==> config.mk <==
export PLATFORM = sky130hd
export DESIGN_NAME = serial_rx
export DESIGN_NICKNAME = d
export VERILOG_FILES = /design/src/rtl/serial_rx_pkg.sv /design/src/rtl/serial_rx_sync.sv /design/src/rtl/serial_rx_frame.sv /design/src/rtl/serial_rx_hold.sv /design/src/rtl/serial_rx.sv
export SDC_FILE = /design/constraint.sdc
export NUM_CORES = 1
export LEC_CHECK = 0
export ABC_AREA = 1
export BUFFER_PORTS_ARGS = -buffer_cell sky130_fd_sc_hd__buf_2
export CORE_AREA = 2 2 78 98
export DETAILED_ROUTE_END_ITERATION = 8
export DIE_AREA = 0 0 80 100
export HOLD_SLACK_MARGIN = 0.06
export PLACE_DENSITY = 0.62
export SYNTH_ARGS = -nofsm -noshare
export SYNTH_HDL_FRONTEND = slang
export SYNTH_SLANG_ARGS = --single-unit
==> constraint.sdc <==
create_clock -name clk -period 2.1 [get_ports clk]
set_input_delay 0.42 -clock clk [delete_from_list [all_inputs] [get_ports clk]]
set_output_delay 0.42 -clock clk [all_outputs]
set_load 0.005 [all_outputs]
==> src/rtl/serial_rx_pkg.sv <==
package serial_rx_pkg;

   localparam int CHAR_W   = 8;
   localparam int MAX_FAC  = 64;
   localparam int CNT_W    = $clog2(MAX_FAC + 1);
   localparam int NBITS_W  = $clog2(CHAR_W + 1);

   typedef enum logic [2:0] {
      ST_IDLE,
      ST_START,
      ST_DATA,
      ST_PAR,
      ST_STOP
   } rx_state_e;

   typedef struct packed {
      logic [NBITS_W-1:0] nbits;
      logic [CNT_W-1:0]   ticks;
      logic               par_on;
      logic               par_even;
   } rx_cfg_t;

   function automatic logic [NBITS_W-1:0] bits_of(input logic [1:0] code);
      return NBITS_W'(5) + NBITS_W'(code);
   endfunction

   function automatic logic [CNT_W-1:0] ticks_of(input logic [1:0] code);
      case (code)
         2'b10:   return CNT_W'(16);
         2'b11:   return CNT_W'(64);
         default: return CNT_W'(1);
      endcase
   endfunction

endpackage

==> src/rtl/serial_rx_sync.sv <==
module serial_rx_sync #(
   parameter int   STAGES    = 2,
   parameter logic RESET_VAL = 1'b1
) (
   input  logic clk,
   input  logic rst_n,
   input  logic d_i,
   output logic q_o
);

   generate
      if (STAGES < 1) begin : g_bad_stages
         $error("serial_rx_sync: STAGES must be at least 1");
      end

      if (STAGES == 1) begin : g_single
         logic q_r;
         always_ff @(posedge clk or negedge rst_n) begin
            if (!rst_n) q_r <= RESET_VAL;
            else        q_r <= d_i;
         end
         assign q_o = q_r;
      end else begin : g_chain
         logic [STAGES-1:0] chain_r;
         always_ff @(posedge clk or negedge rst_n) begin
            if (!rst_n) chain_r <= {STAGES{RESET_VAL}};
            else        chain_r <= {chain_r[STAGES-2:0], d_i};
         end
         assign q_o = chain_r[STAGES-1];
      end
   endgenerate

endmodule

==> src/rtl/serial_rx_frame.sv <==
module serial_rx_frame
   import serial_rx_pkg::*;
(
   input  logic              clk,
   input  logic              rst_n,
   input  logic              tick_i,
   input  logic              line_i,
   input  logic              en_i,
   input  logic [1:0]        len_code_i,
   input  logic              par_en_i,
   input  logic              par_even_i,
   input  logic [1:0]        factor_code_i,
   output logic              done_o,
   output logic [CHAR_W-1:0] char_o,
   output logic              par_err_o,
   output logic              frm_err_o
);

   rx_state_e          st_q;
   rx_cfg_t            cfg_q;
   logic [CNT_W-1:0]   cnt_q;
   logic [NBITS_W-1:0] got_q;
   logic [CHAR_W-1:0]  shift_q;
   logic               ones_q;
   logic               perr_q;

   logic [CNT_W-1:0]   cnt_inc;
   logic               bit_due;
   logic               mid_due;
   logic [NBITS_W-1:0] got_inc;
   logic [CHAR_W-1:0]  aligned;
   rx_cfg_t            cfg_new;

   always_comb begin
      cnt_inc          = cnt_q + CNT_W'(1);
      bit_due          = (cnt_inc == cfg_q.ticks);
      mid_due          = (cnt_inc == (cfg_q.ticks >> 1));
      got_inc          = got_q + NBITS_W'(1);
      aligned          = shift_q >> (NBITS_W'(CHAR_W) - cfg_q.nbits);
      cfg_new.nbits    = bits_of(len_code_i);
      cfg_new.ticks    = ticks_of(factor_code_i);
      cfg_new.par_on   = par_en_i;
      cfg_new.par_even = par_even_i;
   end

   always_ff @(posedge clk or negedge rst_n) begin
      if (!rst_n) begin
         st_q      <= ST_IDLE;
         cfg_q     <= '0;
         cnt_q     <= '0;
         got_q     <= '0;
         shift_q   <= '0;
         ones_q    <= 1'b0;
         perr_q    <= 1'b0;
         done_o    <= 1'b0;
         char_o    <= '0;
         par_err_o <= 1'b0;
         frm_err_o <= 1'b0;
      end else begin
         done_o <= 1'b0;
         if (!en_i) begin
            st_q  <= ST_IDLE;
            cnt_q <= '0;
         end else if (tick_i) begin
            unique case (st_q)
               ST_IDLE: begin
                  if (!line_i) begin
                     cfg_q   <= cfg_new;
                     cnt_q   <= '0;
                     got_q   <= '0;
                     shift_q <= '0;
                     ones_q  <= 1'b0;
                     perr_q  <= 1'b0;
                     st_q    <= (cfg_new.ticks == CNT_W'(1)) ? ST_DATA : ST_START;
                  end
               end
               ST_START: begin
                  if (mid_due) begin
                     cnt_q <= '0;
                     st_q  <= line_i ? ST_IDLE : ST_DATA;
                  end else begin
                     cnt_q <= cnt_inc;
                  end
               end
               ST_DATA: begin
                  if (bit_due) begin
                     cnt_q   <= '0;
                     shift_q <= {line_i, shift_q[CHAR_W-1:1]};
                     ones_q  <= ones_q ^ line_i;
                     got_q   <= got_inc;
                     if (got_inc == cfg_q.nbits)
                        st_q <= cfg_q.par_on ? ST_PAR : ST_STOP;
                  end else begin
                     cnt_q <= cnt_inc;
                  end
               end
               ST_PAR: begin
                  if (bit_due) begin
                     cnt_q  <= '0;
                     perr_q <= ((ones_q ^ line_i) == cfg_q.par_even);
                     st_q   <= ST_STOP;
                  end else begin
                     cnt_q <= cnt_inc;
                  end
               end
               ST_STOP: begin
                  if (bit_due) begin
                     cnt_q     <= '0;
                     done_o    <= 1'b1;
                     char_o    <= aligned;
                     par_err_o <= perr_q;
                     frm_err_o <= ~line_i;
                     st_q      <= ST_IDLE;
                  end else begin
                     cnt_q <= cnt_inc;
                  end
               end
               default: st_q <= ST_IDLE;
            endcase
         end
      end
   end


   data_count_chk: assert property (@(posedge clk) disable iff (!rst_n)
      (st_q == ST_DATA) |-> (got_q < cfg_q.nbits));


   done_enabled_chk: assert property (@(posedge clk) disable iff (!rst_n)
      done_o |-> $past(en_i));


   done_pulse_chk: assert property (@(posedge clk) disable iff (!rst_n)
      done_o |=> !done_o);

endmodule

==> src/rtl/serial_rx_hold.sv <==
module serial_rx_hold
   import serial_rx_pkg::*;
(
   input  logic              clk,
   input  logic              rst_n,
   input  logic              done_i,
   input  logic [CHAR_W-1:0] char_i,
   input  logic              par_err_i,
   input  logic              frm_err_i,
   input  logic              rd_i,
   input  logic              clr_i,
   output logic              ready_o,
   output logic [CHAR_W-1:0] data_o,
   output logic              frm_o,
   output logic              par_o,
   output logic              ovr_o
);

   logic ovr_hit;

   assign ovr_hit = done_i && ready_o && !rd_i;

   always_ff @(posedge clk or negedge rst_n) begin
      if (!rst_n) begin
         ready_o <= 1'b0;
         data_o  <= '0;
         frm_o   <= 1'b0;
         par_o   <= 1'b0;
         ovr_o   <= 1'b0;
      end else begin
         if (done_i)    ready_o <= 1'b1;
         else if (rd_i) ready_o <= 1'b0;

         if (done_i) data_o <= char_i;

         if (done_i && frm_err_i) frm_o <= 1'b1;
         else if (clr_i)          frm_o <= 1'b0;

         if (done_i && par_err_i) par_o <= 1'b1;
         else if (clr_i)          par_o <= 1'b0;

         if (ovr_hit)     ovr_o <= 1'b1;
         else if (clr_i)  ovr_o <= 1'b0;
      end
   end


   ready_rise_chk: assert property (@(posedge clk) disable iff (!rst_n)
      $rose(ready_o) |-> $past(done_i));


   ovr_set_chk: assert property (@(posedge clk) disable iff (!rst_n)
      $rose(ovr_o) |-> $past(done_i && ready_o && !rd_i));


   frm_sticky_chk: assert property (@(posedge clk) disable iff (!rst_n)
      $fell(frm_o) |-> $past(clr_i));

endmodule

==> src/rtl/serial_rx.sv <==
module serial_rx
   import serial_rx_pkg::*;
#(
   parameter int SYNC_STAGES = 2
) (
   input  logic        clk,
   input  logic        rst_n,
   input  logic        rx_line_i,
   input  logic        sample_tick_i,
   input  logic        rx_en_i,
   input  logic [1:0]  len_code_i,
   input  logic        par_en_i,
   input  logic        par_even_i,
   input  logic [1:0]  factor_code_i,
   input  logic        rd_strobe_i,
   input  logic        err_clr_i,
   output logic        rx_ready_o,
   output logic [7:0]  rx_data_o,
   output logic        frame_err_o,
   output logic        parity_err_o,
   output logic        overrun_err_o
);

   generate
      if (SYNC_STAGES < 1 || SYNC_STAGES > 4) begin : g_bad_sync
         $error("serial_rx: SYNC_STAGES must lie in 1..4");
      end
      if (CHAR_W != 8) begin : g_bad_width
         $error("serial_rx: character width must be 8");
      end
   endgenerate

   logic              line_s;
   logic              done_w;
   logic [CHAR_W-1:0] char_w;
   logic              perr_w;
   logic              ferr_w;

   serial_rx_sync #(
      .STAGES    (SYNC_STAGES),
      .RESET_VAL (1'b1)
   ) u_sync (
      .clk   (clk),
      .rst_n (rst_n),
      .d_i   (rx_line_i),
      .q_o   (line_s)
   );

   serial_rx_frame u_frame (
      .clk           (clk),
      .rst_n         (rst_n),
      .tick_i        (sample_tick_i),
      .line_i        (line_s),
      .en_i          (rx_en_i),
      .len_code_i    (len_code_i),
      .par_en_i      (par_en_i),
      .par_even_i    (par_even_i),
      .factor_code_i (factor_code_i),
      .done_o        (done_w),
      .char_o        (char_w),
      .par_err_o     (perr_w),
      .frm_err_o     (ferr_w)
   );

   serial_rx_hold u_hold (
      .clk       (clk),
      .rst_n     (rst_n),
      .done_i    (done_w),
      .char_i    (char_w),
      .par_err_i (perr_w),
      .frm_err_i (ferr_w),
      .rd_i      (rd_strobe_i),
      .clr_i     (err_clr_i),
      .ready_o   (rx_ready_o),
      .data_o    (rx_data_o),
      .frm_o     (frame_err_o),
      .par_o     (parity_err_o),
      .ovr_o     (overrun_err_o)
   );

endmodule

Word-level counts from Yosys, hierarchy flattened
Index checks and enable logic that the tools add are counted.
Widths: inputs -> output; s select.
{ "op_classes": {"addsub": 4, "n_eq_ne": 22, "shift": 1, "muxes": 40, "bitwise_logic": 2, "n_reduce_logical": 19} }
{ "ops": {"columns": ["cell", "n"], "rows": [
  ["$mux 7", 5],
  ["$mux 3", 9],
  ["$pmux 7 s3", 1],
  ["$mux 8", 2],
  ["$pmux 8 s2", 1],
  ["$ne 3x2->1 const B", 5],
  ["$pmux 3 s5", 1],
  ["$pmux 7 s2", 1],
  ["$mux 1", 13],
  ["$reduce_bool 2->1", 6],
  ["$reduce_and 5->1", 2],
  ["$mux 4", 2],
  ["$pmux 4 s2", 1],
  ["$reduce_and 4->1", 2],
  ["$shr 8x4->8", 1],
  ["$add 7x1->7 const B", 1],
  ["$eq 7x1->1 const B", 1],
  ["$eq 7x6->1", 1],
  ["$eq 7x7->1", 1],
  ["$reduce_and 7->1", 1],
  ["$eq 3x2->1 const B", 2],
  ["$add 3x2->4 const A", 1],
  ["$add 4x1->4 const B", 1],
  ["$eq 2x2->1 const B", 2],
  ["other kinds (18)", 25]
]} }
{ "word_totals": {"reg_bits": 62, "inputBits": 13, "wordCells": 108} }

Logic depth before layout (Yosys ltp)
Gate-level depths: netlist of run 1.
{ "logic_depth": {"ltp_word": 8, "depth_mapped": 16, "ltp_nobuf": 15} }

By module
From an unflattened synthesis of run 1, not the netlist that was laid out.
{ "unflattened": {"hier_cells": 406, "hier_area_um2": 3126.7} }
{ "by_module_without_submodules": {"columns": ["mod", "n_inst", "cells_per_inst", "area_each_um2"], "rows": [
  ["serial_rx_frame", 1, 353, 2618.8],
  ["serial_rx_hold", 1, 51, 455.4],
  ["serial_rx_sync", 1, 2, 52.6]
]} }

Worst setup path before layout of run 1
No wires, ideal clock.
{ "synth_timing": {"kind": "register -> register", "startpoint": "register u_frame.cnt_q[0]", "endpoint": "register u_frame.got_q[2]", "setup_ps": 121, "arrival_time_ps": 1678, "t_required_ps": 1979, "setup_slack_ps": 301, "stages_incl_launch_ff": 14, "path_buffers": 1, "cell_sequence": "dfrtp_1 ha_1 nand2_2 nor2_4 nand3_2 nand2_2 nand2_1 nand2_1 inv_2 nand2_4 inv_4 o21ai_4 buf_6 o21ai_1"} }
{ "synth_via": {"elab_chain_len": 4} }
{ "synth_lines": {"columns": ["element", "line_no", "text"], "rows": [
  ["start, declared", "serial_rx_frame.sv:21", "logic [CNT_W-1:0] cnt_q;"],
  ["start signal, assigned", "serial_rx_frame.sv:82", "cnt_q <= cnt_inc;"],
  ["start signal, assigned", "serial_rx_frame.sv:94", "cnt_q <= cnt_inc;"],
  ["start signal, assigned", "serial_rx_frame.sv:103", "cnt_q <= cnt_inc;"],
  ["$add 7x1->7", "serial_rx_frame.sv:35", "cnt_inc = cnt_q + CNT_W'(1);"],
  ["$eq 7x7->1", "serial_rx_frame.sv:36", "bit_due = (cnt_inc == cfg_q.ticks);"],
  ["$ne 2x1->1 (no source line)", null, null],
  ["$reduce_and 5->1 (no source line)", null, null],
  ["end signal, assigned", "serial_rx_frame.sv:90", "got_q <= got_inc;"],
  ["end, declared", "serial_rx_frame.sv:22", "logic [NBITS_W-1:0] got_q;"]
]} }
No other way between the ends.
A chain may end at the register's enable or synchronous reset.

Worst setup path in the final report of run 1
{ "layout_timing": {"startpoint": "register u_frame.cnt_q[1]", "endpoint": "register u_frame.shift_q[2]"} }
{ "layout_via": {"elab_chain_len": 4} }
{ "layout_lines": {"columns": ["element", "line_no", "text"], "rows": [
  ["$add 7x1->7", "serial_rx_frame.sv:35", null],
  ["$eq 7x7->1", "serial_rx_frame.sv:36", null],
  ["$ne 2x1->1 (no source line)", null, null],
  ["$reduce_and 5->1 (no source line)", null, null],
  ["end signal, assigned", "serial_rx_frame.sv:88", "shift_q <= {line_i, shift_q[CHAR_W-1:1]};"],
  ["end, declared", "serial_rx_frame.sv:23", "logic [CHAR_W-1:0] shift_q;"]
]} }
No other way between the ends.

==> impl_results.md, run 1 <==
- Final hold viol count: 0
- Initial antenna violation count: 0
- # diodes: 0
- Dpl cells: about 510
- Synth top area share: 0.451
- WL met2: 3.07 mm
- Hold_ws: roughly 0.17 ns
- VDD IR max: approximately 0.41 mV
- Nature of the critical path endpoint: register
- CTS sink cnt: between 50 and 60
- Yosys warns: 0
- DRC viols: 0
- Crit path max fanout: 12
- Clock root buffer master: clkbuf_8
- CP Launch Type: register
- CTS clock-pin slew for the worst setup and hold paths: ~0.08 ns
- Crit. Startpoint: u_frame.cnt_q[1]
- Slew HR: 0.679
- DRT Pass-1 Iters: 4
- Tcrit/Tclk final: 0.909
- Critical Path End: u_frame.shift_q[2]
- Wl on met1: 3.17 mm
- Site row count: 35
- Die Width: roughly 80 um
- Multi-input logic area: between 1000 and 1500 um2
- DR iter-0 viols: 64
- RSZ-0062 raised after global routing: no
- Synth cell types: 41
- Setup TNS: 0 ns
- DP HPWL: about 4.9 mm
- Nets: roughly 450
- CTS buffer count: 9
- Core area: roughly 7000 um2
- Largest net degree at the start of global routing: 28
- Syn Inst Count: roughly 400
- Critical R2R Launch: u_frame.cnt_q[1]
- Max-cap violations: 0
- Pleak: between 1.5 and 2 nW
- Top Layer Used: met4
- Dominant synthesized flop cell: dfrtp_1
- GPL Wtd Cong: approximately 0.87
- Util after Layout: 0.505
- Finished Layout Cells: approximately 530
- Mapped Area: 3110 um2
- Maximum clock frequency: approximately 520 MHz
- Worst setup path category: reg2reg
- Number of synthesized register bits: between 50 and 60
- Clk buf depth: 2
- Worst Tran Pin Value: 0.477 ns
- Critical R2R Capture: u_frame.shift_q[2]
- Global-route wire length before repair: approximately 12 mm
- Syn avg cell area: slightly below 8 um2
- Buffers on Ports: 24
- R2R Setup Slk: 0.19 ns
- Seq/Total Area, Yosys: 0.468
- Worst hold-check path type: in2reg
- Minimum clock period after layout: 1.91 ns
- Number of global-route vias before repair: between 2k and 3k
- Ports: 25
- Starting Density: 0.432
- Vias/cell: approximately 5
- WL final: 6.64 mm
- Setup Viol. Count Final: 0
- R2R cell count: 14
- Gr ovfl total: 0
- Slew Limit Fails: 0
- CP arrival: 2.18 ns
- Htree depth: 3
- PD cells: around 810 nW/um2
- Die ar.: ~8000 um2
- Post-synth net total: slightly above 400
- Layout Skew: about 0.013 ns
- Die H: around 100 um
- Routed WL per cell: 12.5 um
- Number of flops mapped to enable cells by yosys: 0
- Area leader, netlist: dfrtp_1
- CTS tree: built
- Status: finished, final reports clean
- Clock Latency Late Sink: between 0.3 and 0.4 ns
- FILL cells: approximately 700
- Sequential cell area: 1450 um2
- Total track usage: 0.186
- Synth area leaders: dfrtp_1 45%, nand2_1 16%, inv_1 5.6%
- P&R area growth vs syn: 16.8%
- Metal3 WL: ~210 um
- Antenna Nets Post-Route: 0
- FFs w/ async S/R, synth: 1.00
- Layout cells sized above 1: 0.200
- Crit path required time: between 2 and 2.5 ns
- Via count: between 2k and 3k
[synth_stat cells, drive strengths merged, types with 2 or more instances]
cell and instances:
o221ai 2, o22ai 3, nand3 21, buf 5, mux2i 2, o21a 2
dfrtp 56, nand4 6, nand2 146, inv 49, nor4 2, clkbuf 2
a21oi 6, xnor2 3, ha 4, o21ai 49, nor2 22, nor3 3
xor2 3, dfstp 2
[sequential cells by signal (all words and copies together) (netlist names), 2 cells and up]
signal                  flops
u_frame.cfg_q               9
u_frame.char_o              8
u_frame.shift_q             8
u_hold.data_o               8
u_frame.cnt_q               7
u_frame.got_q               4
u_frame.st_q                3
u_sync.g_chain.chain_r      2
[per-layer routing]
metal | vias up | track usage
met5 | - | 0
met4 | 0 | 0.0991
met3 | 17 | 0.0324
met2 | 48 | 0.295
met1 | 1168 | 0.241
li1 | 1355 | -
[critical path: stages, from the launching register on]
cell	delay [ns]
dfrtp_1	0.40
ha_2	0.21
nand2_2	0.08
nor2_4	0.14
nand2_1	0.08
nand2_2	0.08
nand3_1	0.07
nand2_1	0.08
inv_2	0.04
nand2_4	0.08
inv_4	0.05
o21ai_4	0.21
buf_12	0.18
nand2_1	0.05
o21ai_1	0.07
[power by group]
part,internal (mW),total (mW),switching [mW]
Combinational,0.250,0.717,0.467
Clock,0.520,0.977,0.457
Sequential,1.18,1.25,0.0625
[logic make-up (layout without fill, tap and decap cells)]
family	Yosys count	after routing	synth area share
buffers and inverters	57	102	0.0733
adders and majority gates	4	4	0.0161
xor gates and xnor gates	6	6	0.0169
muxes	2	2	0.00645
AOI/OAI and AO/OA	67	67	0.131
and+or+nand+nor	201	201	0.288
DFF	58	58	0.468
[repair_timing]
action,CTS,global route
buffers inserted,0,3
hold buffers,1,0
endpoints found under the hold margin,17,0
resized for setup,0,4
endpoints found under the setup margin,0,26
[final cells by class]
class,count,share of cell area
clock buffer,12,0.0455
inverter,50,0.0524
timing repair buffer,36,0.0666
multi-input combinational,280,0.396
tap,92,0.0317
clock inverter,4,0.00690
sequential,58,0.401
[cell usage in the layout, fill, tap and decap left out, types with 12 or more instances in the layout]
cell type	count
o21ai_1	17
o21ai_0	23
clkbuf_8	12
nand2_1	133
buf_2	24
inv_1	46
nand2_2	12
nor2_1	19
dfrtp_1	56
nand3_1	18
[stage by stage]
step	cell area, um2	total power, mW	worst slack [ns]
floorplan	3110	1.77	0.301
global placement	3380	1.95	0.159
detailed placement	3380	1.97	0.0606
CTS	3580	2.95	0.0233
global route	3630	3.14	0.0220
finish	3630	2.94	0.190
[how the worst min path moves through the flow]
| stage | cells past startpoint | endpoint | slack (ns) | startpoint |
|---|---|---|---|---|
| after floorplan | 0 | u_frame.cfg_q[0] | 0.12 | rst_n |
| after global placement | 0 | u_sync.g_chain.chain_r[1] | 0.35 | u_sync.g_chain.chain_r[0] |
| after detailed placement | 0 | u_sync.g_chain.chain_r[1] | 0.35 | u_sync.g_chain.chain_r[0] |
| after CTS | 1 | u_sync.g_chain.chain_r[0] | 0.15 | rx_line_i |
| after global routing | 1 | u_sync.g_chain.chain_r[0] | 0.15 | rx_line_i |
| final | 1 | u_sync.g_chain.chain_r[0] | 0.17 | rx_line_i |
Note: power is estimated with default switching activity, not from simulation.
==> run 2, diff against run 1 <==
Settings changed: PLACE_DENSITY 0.62 to not set, PLACE_DENSITY_LB_ADDON set to 0.1.
==> impl_results.md, run 2 (same netlist as run 1, synthesis figures left out) <==
- Clock root buffer master: clkbuf_8 (unchanged)
- CTS sink cnt: 58 (unchanged)
- Antenna Nets Post-Route: 0 (unchanged)
- PD cells: 792 nW/um2 (was 811 nW/um2)
- # diodes: 0 (unchanged)
- Nature of the critical path endpoint: register (unchanged)
- Core area: 7180 um2 (unchanged)
- Total track usage: 0.180 (was 0.186)
- Nets: 450 (was 452)
- Most common cell after layout, fill and taps aside: nand2_1 (unchanged)
- Buffers on Ports: 24 (unchanged)
- Layout Skew: 0.00684 ns (was 0.0127 ns)
- Pleak: 1.72 nW (was 1.75 nW)
- Tcrit/Tclk final: 0.897 (was 0.909)
- CP Launch Type: register (unchanged)
- VDD IR max: 0.366 mV (was 0.414 mV)
- Site row count: 35 (unchanged)
- Crit path required time: 2.32 ns (was 2.37 ns)
- Most used routing layer: met2 (unchanged)
- Max-cap violations: 0 (unchanged)
- Htree depth: 3 (unchanged)
- Clk buf depth: 2 (unchanged)
- Clock Latency Late Sink: 0.34 ns (was 0.35 ns)
- Crit path max fanout: 20 (was 12)
- DRC viols: 0 (unchanged)
- Tot Pwr: 2.82 mW (was 2.94 mW)
- Gr ovfl total: 0 (unchanged)
- Layout cells sized above 1: 0.187 (was 0.200)
- CP arrival: 2.10 ns (was 2.18 ns)
- CTS clock-pin slew for the worst setup and hold paths: 0.06 ns (was 0.08 ns)
- Starting Density: 0.432 (unchanged)
- Commonest non-fill, non-tap cells in the layout: 133 x nand2_1, 56 x dfrtp_1, 46 x inv_1, 24 x buf_2, 23 x o21ai_0 (unchanged)
- Status: finished, final reports clean (unchanged)
- Number of global-route vias before repair: 2,480 (was 2,520)
- Slew HR: 0.695 (was 0.679)
- Via count: 2,569 (was 2,588)
- Die H: 100 um (unchanged)
- Largest net degree at the start of global routing: 21 (was 28)
- Worst hold-check path type: in2reg (unchanged)
- Biggest register: u_frame.cfg_q (unchanged)
- Setup Viol. Count Final: 0 (unchanged)
- RSZ-0062 raised after global routing: no (unchanged)
- Die ar.: 8000 um2 (unchanged)
- Hold_ws: 0.179 ns (was 0.169 ns)
- Minimum clock period after layout: 1.88 ns (was 1.91 ns)
- Placed cell area: 3380 um2 (about the same)
- Vias/cell: 4.85 (was 4.86)
- Global-route wire length before repair: 11.3 mm (was 11.6 mm)
- Slew Limit Fails: 0 (unchanged)
- Setup TNS: 0 ns (unchanged)
- Routed WL per cell: 11.8 um (was 12.5 um)
- Ports: 25 (unchanged)
- Post-CTS setup repair buffer count: 0 (unchanged)
- Final Cell Area: 3560 um2 (was 3630 um2)
- Worst setup path category: reg2reg (unchanged)
- DR iter-0 viols: 144 (was 64)
- P&R area growth vs syn: 14.8% (was 16.8%)
- Met3 Usage GRT: 0.0432 (was 0.0324)
- GPL Wtd Cong: 0.881 (was 0.870)
- DRT Pass-1 Iters: 4 (unchanged)
- Util after Layout: 0.496 (was 0.505)
- CTS buffer count: 9 (unchanged)
- Max FFs per register: 9 (unchanged)
- Grt met2 use: 0.283 (was 0.295)
- CTS tree: built (unchanged)
- Maximum clock frequency: 531 MHz (was 524 MHz)
- DP HPWL: 4.78 mm (was 4.94 mm)
- Die Width: 80 um (unchanged)
- GR Util met1: 0.236 (was 0.241)
- Final hold viol count: 0 (unchanged)
- WL final: 6.25 mm (was 6.64 mm)
- Initial antenna violation count: 0 (unchanged)
- Worst Tran Pin Value: 0.454 ns (was 0.477 ns)
[run 2: layout make-up]
type | instances | area (um2)
Clock buffer | 14 | 153
Clock inverter | 2 | 12.5
Fill cell | 733 | 3620
Inverter | 50 | 190
Multi-Input combinational cell | 280 | 1430
Sequential cell | 58 | 1450
Tap cell | 92 | 115
Timing Repair Buffer | 34 | 210
[run 2: routing by layer]
| metal | share of wire | wire length [um] |
|---|---|---|
| met3 | 0.037 | 233 |
| met2 | 0.45 | 2840 |
| met5 | 0 | 0 |
| met4 | 0.024 | 147 |
| met1 | 0.48 | 3030 |
[run 2: power breakdown]
group	switching (mW)	total (mW)	internal, mW
logic	0.455	0.699	0.243
registers	0.0590	1.24	1.19
clock network	0.422	0.882	0.460
[run 2: what timing repair did]
action,in CTS,in global routing
resized for setup,0,2
hold buffers,1,0
endpoints found under the hold margin,16,0
endpoints found under the setup margin,0,4
[run 2: final timing paths]
kind	depth (start not counted)	to	from	slack, ns
setup / recovery	15	u_frame.char_o[1]	u_frame.cnt_q[1]	0.22
hold / removal	1	u_sync.g_chain.chain_r[0]	rx_line_i	0.18
setup reg to reg	15	u_frame.char_o[1]	u_frame.cnt_q[1]	0.22
hold reg to reg	0	u_sync.g_chain.chain_r[1]	u_sync.g_chain.chain_r[0]	0.36
max in group asynchronous	3	u_sync.g_chain.chain_r[1]	rst_n	0.90
min in group asynchronous	2	u_frame.cnt_q[0]	rst_n	0.56
[run 2: worst max-delay path, cell delays in order (launching register included)]
cell     delay [ns]
dfrtp_1        0.40
ha_2           0.22
nand2_2        0.09
nor2_4         0.14
nand2_1        0.07
nand2_2        0.07
nand2_2        0.06
nand2_1        0.05
nand2_1        0.05
inv_2          0.06
nand2_4        0.06
inv_4          0.09
nand2_1        0.06
buf_4          0.20
nand2_1        0.08
o21ai_1        0.05
[run 2: stage by stage]
step | setup slack (ns) | std cells
after floorplan | 0.301 | 395
after global placement | 0.223 | 513
after detailed placement | 0.197 | 513
after CTS | 0.185 | 530
after global routing | 0.000709 | 530
final | 0.216 | 530
==> run 3, diff against run 2 <==
Settings changed: CORE_AREA 2 2 78 98 to 3 3 79 99, DIE_AREA 0 0 80 100 to 0 0 82 102, MAX_ROUTING_LAYER set to met4.
==> impl_results.md, run 3 (same netlist as run 1, synthesis figures left out) <==
- CTS clock-pin slew for the worst setup and hold paths: 0.07 ns (was 0.06 ns)
- CP arrival: 2.08 ns (was 2.10 ns)
- # diodes: 0 (unchanged)
- Routed WL per cell: 11.8 um (about the same)
- DR iter-0 viols: 81 (was 144)
- Core area: 6980 um2 (was 7180 um2)
- Final hold viol count: 0 (unchanged)
- Starting Density: 0.445 (was 0.432)
- Status: finished, final reports clean (unchanged)
- GPL Wtd Cong: 0.839 (was 0.881)
- CP Launch Type: register (unchanged)
- Tcrit/Tclk final: 0.887 (was 0.897)
- Clock root buffer master: clkbuf_8 (unchanged)
- Gr ovfl total: 0 (unchanged)
- Layout cells sized above 1: 0.190 (was 0.187)
- CTS buffer count: 9 (unchanged)
- Ports: 25 (unchanged)
- DRT Pass-1 Iters: 7 (was 4)
- Nature of the critical path endpoint: register (unchanged)
- VDD IR max: 0.394 mV (was 0.366 mV)
- Vias/cell: 4.77 (was 4.85)
- Initial antenna violation count: 0 (unchanged)
- Biggest register: u_frame.cfg_q (unchanged)
- Die H: 102 um (was 100 um)
- Max FFs per register: 9 (unchanged)
- Clock Latency Late Sink: 0.33 ns (was 0.34 ns)
- Htree depth: 3 (unchanged)
- CTS tree: built (unchanged)
- P&R area growth vs syn: 15.3% (was 14.8%)
- Worst hold-check path type: in2reg (unchanged)
- Largest net degree at the start of global routing: 39 (was 21)
- Antenna Nets Post-Route: 0 (unchanged)
- WL final: 6.21 mm (was 6.25 mm)
- Pleak: 1.72 nW (about the same)
- DP HPWL: 4.58 mm (was 4.78 mm)
- Die Width: 82 um (was 80 um)
- Worst setup path category: reg2reg (unchanged)
- Setup Viol. Count Final: 0 (unchanged)
- Total track usage: 0.170 (was 0.180)
- Util after Layout: 0.513 (was 0.496)
- DRC viols: 0 (unchanged)
- Placed cell area: 3380 um2 (about the same)
- Commonest non-fill, non-tap cells in the layout: 133 x nand2_1, 56 x dfrtp_1, 46 x inv_1, 24 x buf_2, 23 x o21ai_0 (unchanged)
- Via count: 2,514 (was 2,569)
- Most common cell after layout, fill and taps aside: nand2_1 (unchanged)
- Minimum clock period after layout: 1.86 ns (was 1.88 ns)
- Crit path required time: 2.32 ns (about the same)
- Setup TNS: 0 ns (unchanged)
- Clk buf depth: 2 (unchanged)
- Crit path max fanout: 20 (unchanged)
- Site row count: 34 (was 35)
- Slew Limit Fails: 0 (unchanged)
- Buffers on Ports: 24 (unchanged)
- Nets: 449 (was 450)
- Number of global-route vias before repair: 2,361 (was 2,480)
- Final Cell Area: 3580 um2 (was 3560 um2)
- Die ar.: 8360 um2 (was 8000 um2)
- FILL cells: 702 (was 733)
- Slew HR: 0.541 (was 0.695)
- Layout Skew: 0.00607 ns (was 0.00684 ns)
- CTS sink cnt: 58 (unchanged)
- Maximum clock frequency: 537 MHz (was 531 MHz)
- Max-cap violations: 0 (unchanged)
- Global-route wire length before repair: 10.5 mm (was 11.3 mm)
- Worst Tran Pin Value: 0.683 ns (was 0.454 ns)
- RSZ-0062 raised after global routing: no (unchanged)
- PD cells: 791 nW/um2 (was 792 nW/um2)
==> run 3: final timing paths <==
kind | startpoint | endpoint | slack, ns | cells past startpoint
worst max-delay path | u_frame.cnt_q[1] | u_frame.char_o[0] | 0.24 | 13
worst min-delay path | rx_line_i | u_sync.g_chain.chain_r[0] | 0.18 | 1
worst max register to register | u_frame.cnt_q[1] | u_frame.char_o[0] | 0.24 | 13
worst min register to register | u_sync.g_chain.chain_r[0] | u_sync.g_chain.chain_r[1] | 0.37 | 0
max in group asynchronous | rst_n | u_sync.g_chain.chain_r[1] | 0.88 | 3
min in group asynchronous | rst_n | u_hold.ovr_o | 0.58 | 2
==> run 3: critical path, stage by stage, from the launching register on <==
cell	delay, ns
dfrtp_1	0.39
ha_2	0.22
nand2_2	0.09
nand2_1	0.11
nand3_1	0.10
nor2_1	0.09
nand2_1	0.06
nor2_2	0.13
nand2_4	0.08
inv_4	0.09
nand2_1	0.06
buf_4	0.20
nand2_1	0.07
o21ai_1	0.06
==> run 3: report_power, final <==
group	internal, mW	total, mW	switching, mW	leakage (nW)
Clock	0.457	0.887	0.430	0.0834
Sequential	1.19	1.24	0.0581	0.786
Combinational	0.246	0.703	0.457	0.853
==> run 3: layout make-up <==
class	instances	area (um2)	share of cell area
Timing Repair Buffer	33	215	0.0601
Clock buffer	13	149	0.0416
Sequential cell	58	1450	0.406
Tap cell	90	113	0.0315
Clock inverter	3	17.5	0.00489
Inverter	50	190	0.0531
Multi-Input combinational cell	280	1440	0.403
==> run 3: routing by layer <==
layer,GRT usage,part of all wire,vias to the layer above
met5,-,0,-
met2,0.256,0.46,36
met1,0.220,0.50,1119
met3,0.0291,0.029,9
met4,0.0806,0.016,0
li1,-,-,1350
==> run 3: per-stage QoR <==
step           worst slack (ns)  power, mW  hold WS, ns  cells
2_1_floorplan             0.301       1.77        0.124    395
3_3_place_gp              0.213       1.96        0.349    509
3_5_place_dp              0.196       1.96        0.357    509
4_1_cts                   0.179       2.86        0.162    526
5_1_grt                  0.0250       3.03        0.160    527
6_report                  0.237       2.83        0.181    527
==> run 3: timing repair <==
action | CTS | global route
setup buffers | 0 | 1
setup endpoints to repair | 0 | 5
hold endpoints to repair | 20 | 0
gates resized for setup | 0 | 4
hold buffers | 1 | 0
